**config.mk**
```make
export PLATFORM = sky130hd
export DESIGN_NAME = tmr_cmp_channel
export DESIGN_NICKNAME = d
export VERILOG_FILES = /design/src/rtl/tmr_cmp_pkg.sv /design/src/rtl/tmr_cmp_presc.sv /design/src/rtl/tmr_cmp_core.sv /design/src/rtl/tmr_cmp_channel.sv
export SDC_FILE = /design/constraint.sdc
export NUM_CORES = 1
export LEC_CHECK = 0
export CORE_MARGIN = 4
export CORE_UTILIZATION = 62
export DETAILED_ROUTE_END_ITERATION = 16
export DONT_BUFFER_PORTS = 1
export PLACE_DENSITY = 0.87
export SETUP_SLACK_MARGIN = 0.05
export SLEW_MARGIN = 20
export SYNTH_ARGS = -nofsm -noshare
export SYNTH_HDL_FRONTEND = slang
export SYNTH_SLANG_ARGS = --single-unit
```
**constraint.sdc**
```tcl
create_clock -name clk -period 3.38 [get_ports clk]
set_input_delay 0.676 -clock clk [delete_from_list [all_inputs] [get_ports clk]]
set_output_delay 0.676 -clock clk [all_outputs]
set_load 0.1 [all_outputs]
```
**src/rtl/tmr_cmp_pkg.sv**
```systemverilog
package tmr_cmp_pkg;

   typedef enum logic [1:0] {
      RT_NONE = 2'd0,
      RT_DMA  = 2'd1,
      RT_IRQ  = 2'd2,
      RT_RSVD = 2'd3
   } route_e;

   localparam int unsigned CSR_W      = 16;
   localparam int unsigned B_MATCH    = 15;
   localparam int unsigned B_OVF      = 14;
   localparam int unsigned B_BUSY     = 13;
   localparam int unsigned B_PERIODIC = 8;
   localparam int unsigned B_TOUT_IE  = 7;

   localparam logic [1:0] A_CSR = 2'd0;
   localparam logic [1:0] A_CNT = 2'd1;
   localparam logic [1:0] A_CMP = 2'd2;

   typedef struct packed {
      logic       periodic;
      logic       tout_ie;
      route_e     route;
      logic [2:0] rate;
   } ctl_t;

   // log2 of the divider for each rate code; valid codes have bit 2 set
   function automatic int unsigned rate_shift(input logic [2:0] code);
      case (code)
         3'd4:    return 3;
         3'd5:    return 5;
         3'd6:    return 7;
         default: return 0;
      endcase
   endfunction

endpackage

```
**src/rtl/tmr_cmp_presc.sv**
```systemverilog
module tmr_cmp_presc #(
   parameter int unsigned MAX_SH = 7
) (
   input  logic       clk,
   input  logic       rst_n,
   input  logic       run,
   input  logic [2:0] rate,
   output logic       tick
);
   import tmr_cmp_pkg::*;

   localparam int unsigned PH_W = MAX_SH;

   if (MAX_SH < 7) begin : g_bad_sh
      $error("tmr_cmp_presc: MAX_SH must cover the /128 setting");
   end

   logic [PH_W-1:0] phase_q;
   logic [2:0]      rate_q;
   logic [PH_W-1:0] limit;
   logic            rate_ok;
   logic            rate_chg;

   assign rate_ok  = rate[2];
   assign rate_chg = (rate != rate_q);
   assign limit    = PH_W'((1 << rate_shift(rate)) - 1);
   assign tick     = run && rate_ok && !rate_chg && (phase_q == limit);

   always_ff @(posedge clk or negedge rst_n) begin
      if (!rst_n) begin
         phase_q <= '0;
         rate_q  <= '0;
      end else begin
         rate_q <= rate;
         if (!run || rate_chg || !rate_ok || phase_q == limit)
            phase_q <= '0;
         else
            phase_q <= phase_q + 1'b1;
      end
   end

   // invalid codes never produce a tick
   a_r2_no_tick_bad_code: assert property (@(posedge clk) disable iff (!rst_n)
      !rate[2] |-> !tick);
   // a rate change suppresses the next tick while the phase restarts
   a_r2_phase_restart: assert property (@(posedge clk) disable iff (!rst_n)
      (rate != $past(rate)) && rate != 3'd7 |-> !tick);

endmodule

```
**src/rtl/tmr_cmp_core.sv**
```systemverilog
module tmr_cmp_core #(
   parameter int unsigned CNT_W    = 32,
   parameter int unsigned BUSY_CYC = 3
) (
   input  logic             clk,
   input  logic             rst_n,
   input  logic             tick,
   input  logic             run,
   input  logic             periodic,
   input  logic [CNT_W-1:0] cmp,
   input  logic             cnt_wr,
   input  logic [CNT_W-1:0] cnt_wdata,
   output logic [CNT_W-1:0] cnt,
   output logic             busy,
   output logic             match_ev,
   output logic             ovf_ev
);
   localparam int unsigned BC_W = $clog2(BUSY_CYC + 1);

   if (BUSY_CYC < 2) begin : g_bad_busy
      $error("tmr_cmp_core: BUSY_CYC must be at least 2");
   end

   logic [CNT_W-1:0] cnt_q;
   logic [CNT_W-1:0] pend_val_q;
   logic [BC_W-1:0]  pend_q;
   logic             load;
   logic             step;
   logic             to_zero;

   assign load     = (pend_q == BC_W'(1));
   assign step     = tick && run && !load;
   assign match_ev = step && (cnt_q == cmp);
   assign to_zero  = match_ev && periodic;
   assign ovf_ev   = step && !to_zero && (&cnt_q);
   assign busy     = (pend_q != '0);
   assign cnt      = cnt_q;

   always_ff @(posedge clk or negedge rst_n) begin
      if (!rst_n) begin
         pend_q     <= '0;
         pend_val_q <= '0;
      end else if (cnt_wr) begin
         pend_q     <= BC_W'(BUSY_CYC);
         pend_val_q <= cnt_wdata;
      end else if (busy) begin
         pend_q <= pend_q - 1'b1;
      end
   end

   always_ff @(posedge clk or negedge rst_n) begin
      if (!rst_n)       cnt_q <= '0;
      else if (load)    cnt_q <= pend_val_q;
      else if (to_zero) cnt_q <= '0;
      else if (step)    cnt_q <= cnt_q + 1'b1;
   end

   a_r3_hold_stopped: assert property (@(posedge clk) disable iff (!rst_n)
      !run && !load |=> $stable(cnt_q));
   a_r4_periodic_zero: assert property (@(posedge clk) disable iff (!rst_n)
      match_ev && periodic |=> cnt_q == '0);
   a_r5_busy_after_write: assert property (@(posedge clk) disable iff (!rst_n)
      cnt_wr |=> busy);
   a_r5_load_value: assert property (@(posedge clk) disable iff (!rst_n)
      load && !cnt_wr |=> !busy && cnt_q == $past(pend_val_q));
   a_r6_wrap_zero: assert property (@(posedge clk) disable iff (!rst_n)
      ovf_ev |=> cnt_q == '0);

endmodule

```
**src/rtl/tmr_cmp_channel.sv**
```systemverilog
module tmr_cmp_channel #(
   parameter int unsigned CNT_W    = 32,
   parameter int unsigned BUSY_CYC = 3,
   parameter bit          HAS_DMA  = 1'b1
) (
   input  logic             clk,
   input  logic             rst_n,
   input  logic [1:0]       bus_addr,
   input  logic             bus_wr,
   input  logic [CNT_W-1:0] bus_wdata,
   output logic [CNT_W-1:0] bus_rdata,
   input  logic             start_i,
   input  logic             dma_ack,
   output logic             irq,
   output logic             dma_req,
   output logic             tout_irq
);
   import tmr_cmp_pkg::*;

   if (CNT_W < CSR_W) begin : g_bad_w
      $error("tmr_cmp_channel: CNT_W must hold the control/status word");
   end

   ctl_t             ctl_q;
   logic             match_q;
   logic             ovf_q;
   logic [CNT_W-1:0] cmp_q;
   logic [CNT_W-1:0] cnt;
   logic             busy;
   logic             match_ev;
   logic             ovf_ev;
   logic             tick;
   logic             csr_wr;
   logic [CSR_W-1:0] csr_rd;

   assign csr_wr = bus_wr && (bus_addr == A_CSR);

   tmr_cmp_presc #(.MAX_SH(7)) u_presc (
      .clk   (clk),
      .rst_n (rst_n),
      .run   (start_i),
      .rate  (ctl_q.rate),
      .tick  (tick)
   );

   tmr_cmp_core #(.CNT_W(CNT_W), .BUSY_CYC(BUSY_CYC)) u_core (
      .clk       (clk),
      .rst_n     (rst_n),
      .tick      (tick),
      .run       (start_i),
      .periodic  (ctl_q.periodic),
      .cmp       (cmp_q),
      .cnt_wr    (bus_wr && bus_addr == A_CNT),
      .cnt_wdata (bus_wdata),
      .cnt       (cnt),
      .busy      (busy),
      .match_ev  (match_ev),
      .ovf_ev    (ovf_ev)
   );

   always_ff @(posedge clk or negedge rst_n) begin
      if (!rst_n) begin
         ctl_q <= '0;
         cmp_q <= '1;
      end else begin
         if (csr_wr) begin
            ctl_q.periodic <= bus_wdata[B_PERIODIC];
            ctl_q.tout_ie  <= bus_wdata[B_TOUT_IE];
            ctl_q.route    <= route_e'(bus_wdata[5:4]);
            ctl_q.rate     <= bus_wdata[2:0];
         end
         if (bus_wr && bus_addr == A_CMP) cmp_q <= bus_wdata;
      end
   end

   // hardware set wins over a clearing write in the same cycle
   always_ff @(posedge clk or negedge rst_n) begin
      if (!rst_n) begin
         match_q <= 1'b0;
         ovf_q   <= 1'b0;
      end else begin
         if (match_ev)                         match_q <= 1'b1;
         else if (csr_wr && !bus_wdata[B_MATCH]) match_q <= 1'b0;
         if (ovf_ev)                           ovf_q <= 1'b1;
         else if (csr_wr && !bus_wdata[B_OVF]) ovf_q <= 1'b0;
      end
   end

   always_comb begin
      csr_rd             = '0;
      csr_rd[B_MATCH]    = match_q;
      csr_rd[B_OVF]      = ovf_q;
      csr_rd[B_BUSY]     = busy;
      csr_rd[B_PERIODIC] = ctl_q.periodic;
      csr_rd[B_TOUT_IE]  = ctl_q.tout_ie;
      csr_rd[5:4]        = ctl_q.route;
      csr_rd[2:0]        = ctl_q.rate;
      case (bus_addr)
         A_CSR:   bus_rdata = CNT_W'(csr_rd);
         A_CNT:   bus_rdata = cnt;
         A_CMP:   bus_rdata = cmp_q;
         default: bus_rdata = '0;
      endcase
   end

   assign irq      = match_q && (ctl_q.route == RT_IRQ);
   assign tout_irq = match_q && ctl_q.tout_ie;

   if (HAS_DMA) begin : g_dma
      logic dma_q;
      always_ff @(posedge clk or negedge rst_n) begin
         if (!rst_n)                                 dma_q <= 1'b0;
         else if (match_ev && ctl_q.route == RT_DMA) dma_q <= 1'b1;
         else if (dma_ack)                           dma_q <= 1'b0;
      end
      assign dma_req = dma_q;

      a_r8_dma_ack_clears: assert property (@(posedge clk) disable iff (!rst_n)
         dma_ack && !match_ev |=> !dma_req);
   end else begin : g_no_dma
      assign dma_req = 1'b0;
   end

   a_r7_flag_sticky: assert property (@(posedge clk) disable iff (!rst_n)
      match_q && !csr_wr |=> match_q);
   a_r7_zero_clears: assert property (@(posedge clk) disable iff (!rst_n)
      csr_wr && !bus_wdata[B_OVF] && !ovf_ev |=> !ovf_q);
   a_r8_irq_needs_match: assert property (@(posedge clk) disable iff (!rst_n)
      $rose(irq) |-> match_q);
   a_r6_ovf_set: assert property (@(posedge clk) disable iff (!rst_n)
      ovf_ev |=> ovf_q);

endmodule

```
==> impl_metrics.tcl <==
set metrics [dict create \
    yosysWarnings 0 \
    num-nets-final 691 \
    maxCapViolations 0 \
    die_height_microns 110 \
    period_needed_ns 3.08 \
    cts_buffers 17 \
    layout_commonest_cell "dfrtp_1" \
    grt_pass1_wl_mm 27.5 \
    setup_viol 0 \
    path_cells "a21boi_0 > ha_1 > xor2_1 > or3_1 > a22o_2 > nor3_1 > nand3_1 > o22ai_1" \
    maxSlewHeadroom_pct 25.9 \
    tightest_slew_ns 1.11 \
    cp-start-kind "flip-flop" \
    end_kind "flip-flop" \
    clk_latency_ns 0.54 \
    dieWidth_microns 110 \
    run_status "completed" \
    netlist_area_sq_mm 0.00648 \
    portBuffers 0 \
    finClkSkew_ns 0.00877 \
    synth_top_area_share_pct 33.2 \
    grt_max_degree 119 \
    hpwl_mm 11.6 \
    cp_data_required_time_ns 3.82 \
    grt-busiest-layer "met2" \
    cts_buffer_depth 2 \
    setup.worst_path.class "flip-flop to flip-flop" \
    syn2layout_area_growth_pct 15.4 \
    cts.sinks 118 \
    cts_tree "yes" \
    dieArea_sq_mm 0.0122 \
    cp_slowest_cell "nor3_1" \
    rr_worst_depth 8 \
    grt_pass1_vias 5385 \
    vdd_drop_max_v 0.000607 \
    drive_gt1_share_pct 31.8 \
    num_io_pins 74 \
    pre_cts_slack_ns 0.420 \
    avgSynthCellArea_sq_um 10.4 \
    maxSlewViolCount 0 \
    p_switching_mw 2.61 \
    netlist_top_cells_area "dfrtp_1 (33%), dfstp_2 (13%), mux2_2 (13%)" \
    max_freq_mhz 325 \
    path_clk_slew_ns 0.06 \
    globalRouteTotalUtil_pct 30.3 \
    synth_edf_count 0 \
    drc 0 \
    postCtsSetupRepairBufs 0 \
    p_leak_nw 3.06 \
    mostFrequentLayoutCells "dfrtp_1 (86), mux2_2 (72), nand2_1 (61)" \
    worst-r2r-setup-slack_ns 0.30 \
    power_density_mw_per_mm2 862 \
    use_met1_pct 39.0 \
    synth-main-ff-cell "dfrtp_1" \
    finalSetupTns_ns 0 \
    internal-power_mw 3.84 \
    vias 5215 \
    async_flop_share_pct 100 \
    clock_power_share_pct 28.2 \
    drtIter0Drc 616 \
    finalHoldViolations 0 \
    antenna_found_initial 0 \
    timing.final.ws_setup_ns 0.303 \
    avgViaCountPerCell 6.55 \
    diodes 0 \
    cp.depth 8 \
    avgRoutedWirePerCell_microns 21.8 \
    stdcell_count 796 \
    rsz0062_at_grt "no" \
    post-route-util_pct 72.8 \
    swShare_pct 40.5 \
    cts_root_buffer "clkbuf_8" \
    syn-instance-count 624 \
    cts-resized-gates 0 \
    cp_slowest_stage_delay_ns 0.57 \
    hold_class "input pin to async pin" \
    ys_types 61 \
    cp.arrival_ns 3.52 \
    ant_nets 0 \
    start_util_pct 63.1 \
    core_sq_mm 0.0103 \
    htreeDepth 4 \
    timing.critical_path.buf_inv 0 \
    finalCritPeriodShare_pct 91.0 \
    place_area_sq_mm 0.00685 \
    use_met2_pct 48.6 \
    gp_congestion 0.949 \
    rows 37 \
    final_area_sq_mm 0.00748 \
    yosys_register_bits 118 \
    place_inst 763 \
    gr-total-overflow 0 \
    seqPwrFrac_pct 37.0 \
    synth_top_area_cell "dfrtp_1" \
    syn_nets 668 \
    routed_wl_mm 17.3 \
    critPathTopFamily "simple AND/OR/NAND/NOR gates" \
    seq_area_frac_synth_pct 46.2 \
    gr-usage-met3_pct 8.44 \
    first_pass_iters 5 \
    pwr-share-comb_pct 34.9 \
    crit_fanout 10 \
]
-- registers in the layout, summed over array words and instances (netlist names) --
signal	cells
dma_req	1
csr_rd	7
cmp_q	32
u_presc.phase_q	7
u_core.pend_q	2
u_core.pend_val_q	32
u_core.cnt	32
u_presc.rate_q	3
match_q	1
ovf_q	1
-- final cells by class --
| cell class | count | area [sq um] |
|---|---|---|
| sequential | 118 | 2990 |
| tap | 136 | 170 |
| clock inverter | 8 | 92.6 |
| clock buffer | 24 | 510 |
| multi-input combinational | 452 | 3300 |
| inverter | 11 | 41.3 |
| timing repair buffer | 47 | 373 |
| fill | 712 | 2790 |
-- stage by stage --
stage                     hold slack [ns]  total power, mW
after global routing                0.122             6.75
after floorplan                     0.349             4.02
after detailed placement            0.384             4.55
final                              0.0707             6.45
after global placement              0.385             4.45
after CTS                           0.113             6.44
-- worst paths after layout --
check / start / endpoint
setup / recovery: csr_rd[1] / dma_req
hold / removal: rst_n / csr_rd[4]
setup reg to reg: csr_rd[1] / dma_req
hold reg to reg: u_core.pend_q[1] / u_core.pend_q[1]
max in group asynchronous: rst_n / u_presc.rate_q[0]
min in group clk: dma_ack / dma_req
-- cells by family (layout without fill, tap and decap cells) --
logic type | count (synthesis) | in the layout | synth area share (%)
other | 1 | 1 | 0.0578
adder cells (fa/ha/maj) | 5 | 5 | 0.965
AO/OA/AOI/OAI | 130 | 130 | 14.3
XOR/XNOR | 44 | 44 | 5.94
buffers and inverters | 54 | 90 | 3.57
AND/OR/NAND/NOR | 191 | 191 | 15.1
flip-flops | 118 | 118 | 46.2
multiplexers | 81 | 81 | 13.9
-- routing by layer --
metal / wire [microns] / vias up
met5: 0 / -
met4: 451 / 0
met3: 1540 / 42
met2: 8390 / 283
met1: 6960 / 2584
li1: - / 2306
-- power by group through the flow --
stage               registers, mW  logic [mW]  clock network, mW
finish                       2.39        2.25               1.82
global route                 2.43        2.40               1.91
CTS                          2.36        2.24               1.84
detailed placement           2.37        2.18                  0
global placement             2.34        2.11                  0
floorplan                    2.10        1.92                  0
-- worst reg2reg max path: stages, from the launching register on --
cell	delay (ns)
dfrtp_1	0.48
a21boi_0	0.36
ha_1	0.31
xor2_1	0.10
or3_1	0.33
a22o_2	0.32
nor3_1	0.58
nand3_1	0.28
o22ai_1	0.23
-- repair_timing --
action,4_1_cts,5_1_grt
hold buffers,1,0
endpoints found under the setup margin,0,0
endpoints found under the hold margin,118,0
-- cells in the mapped netlist, types with 4 or more instances --
library cell and n:
nand3_1 20, dfstp_2 32, dfrtp_1 86, inv_1 11, o21ai_0 35, ha_1 5, a22oi_1 19, buf_2 4
nand4_1 17, o211ai_1 7, or3_1 5, and3_1 4, a21oi_1 11, nor4_1 4, nor2_1 26, nor2b_1 6
xnor2_1 36, o21a_1 7, mux2_2 72, nor3_1 14, mux2i_1 9, a221oi_1 5, buf_1 5, and2_1 11
xor2_1 8, clkbuf_1 30, nand2_1 61, a22o_1 22, nand2b_1 4
No activity file was read; power rests on OpenSTA's default activity.
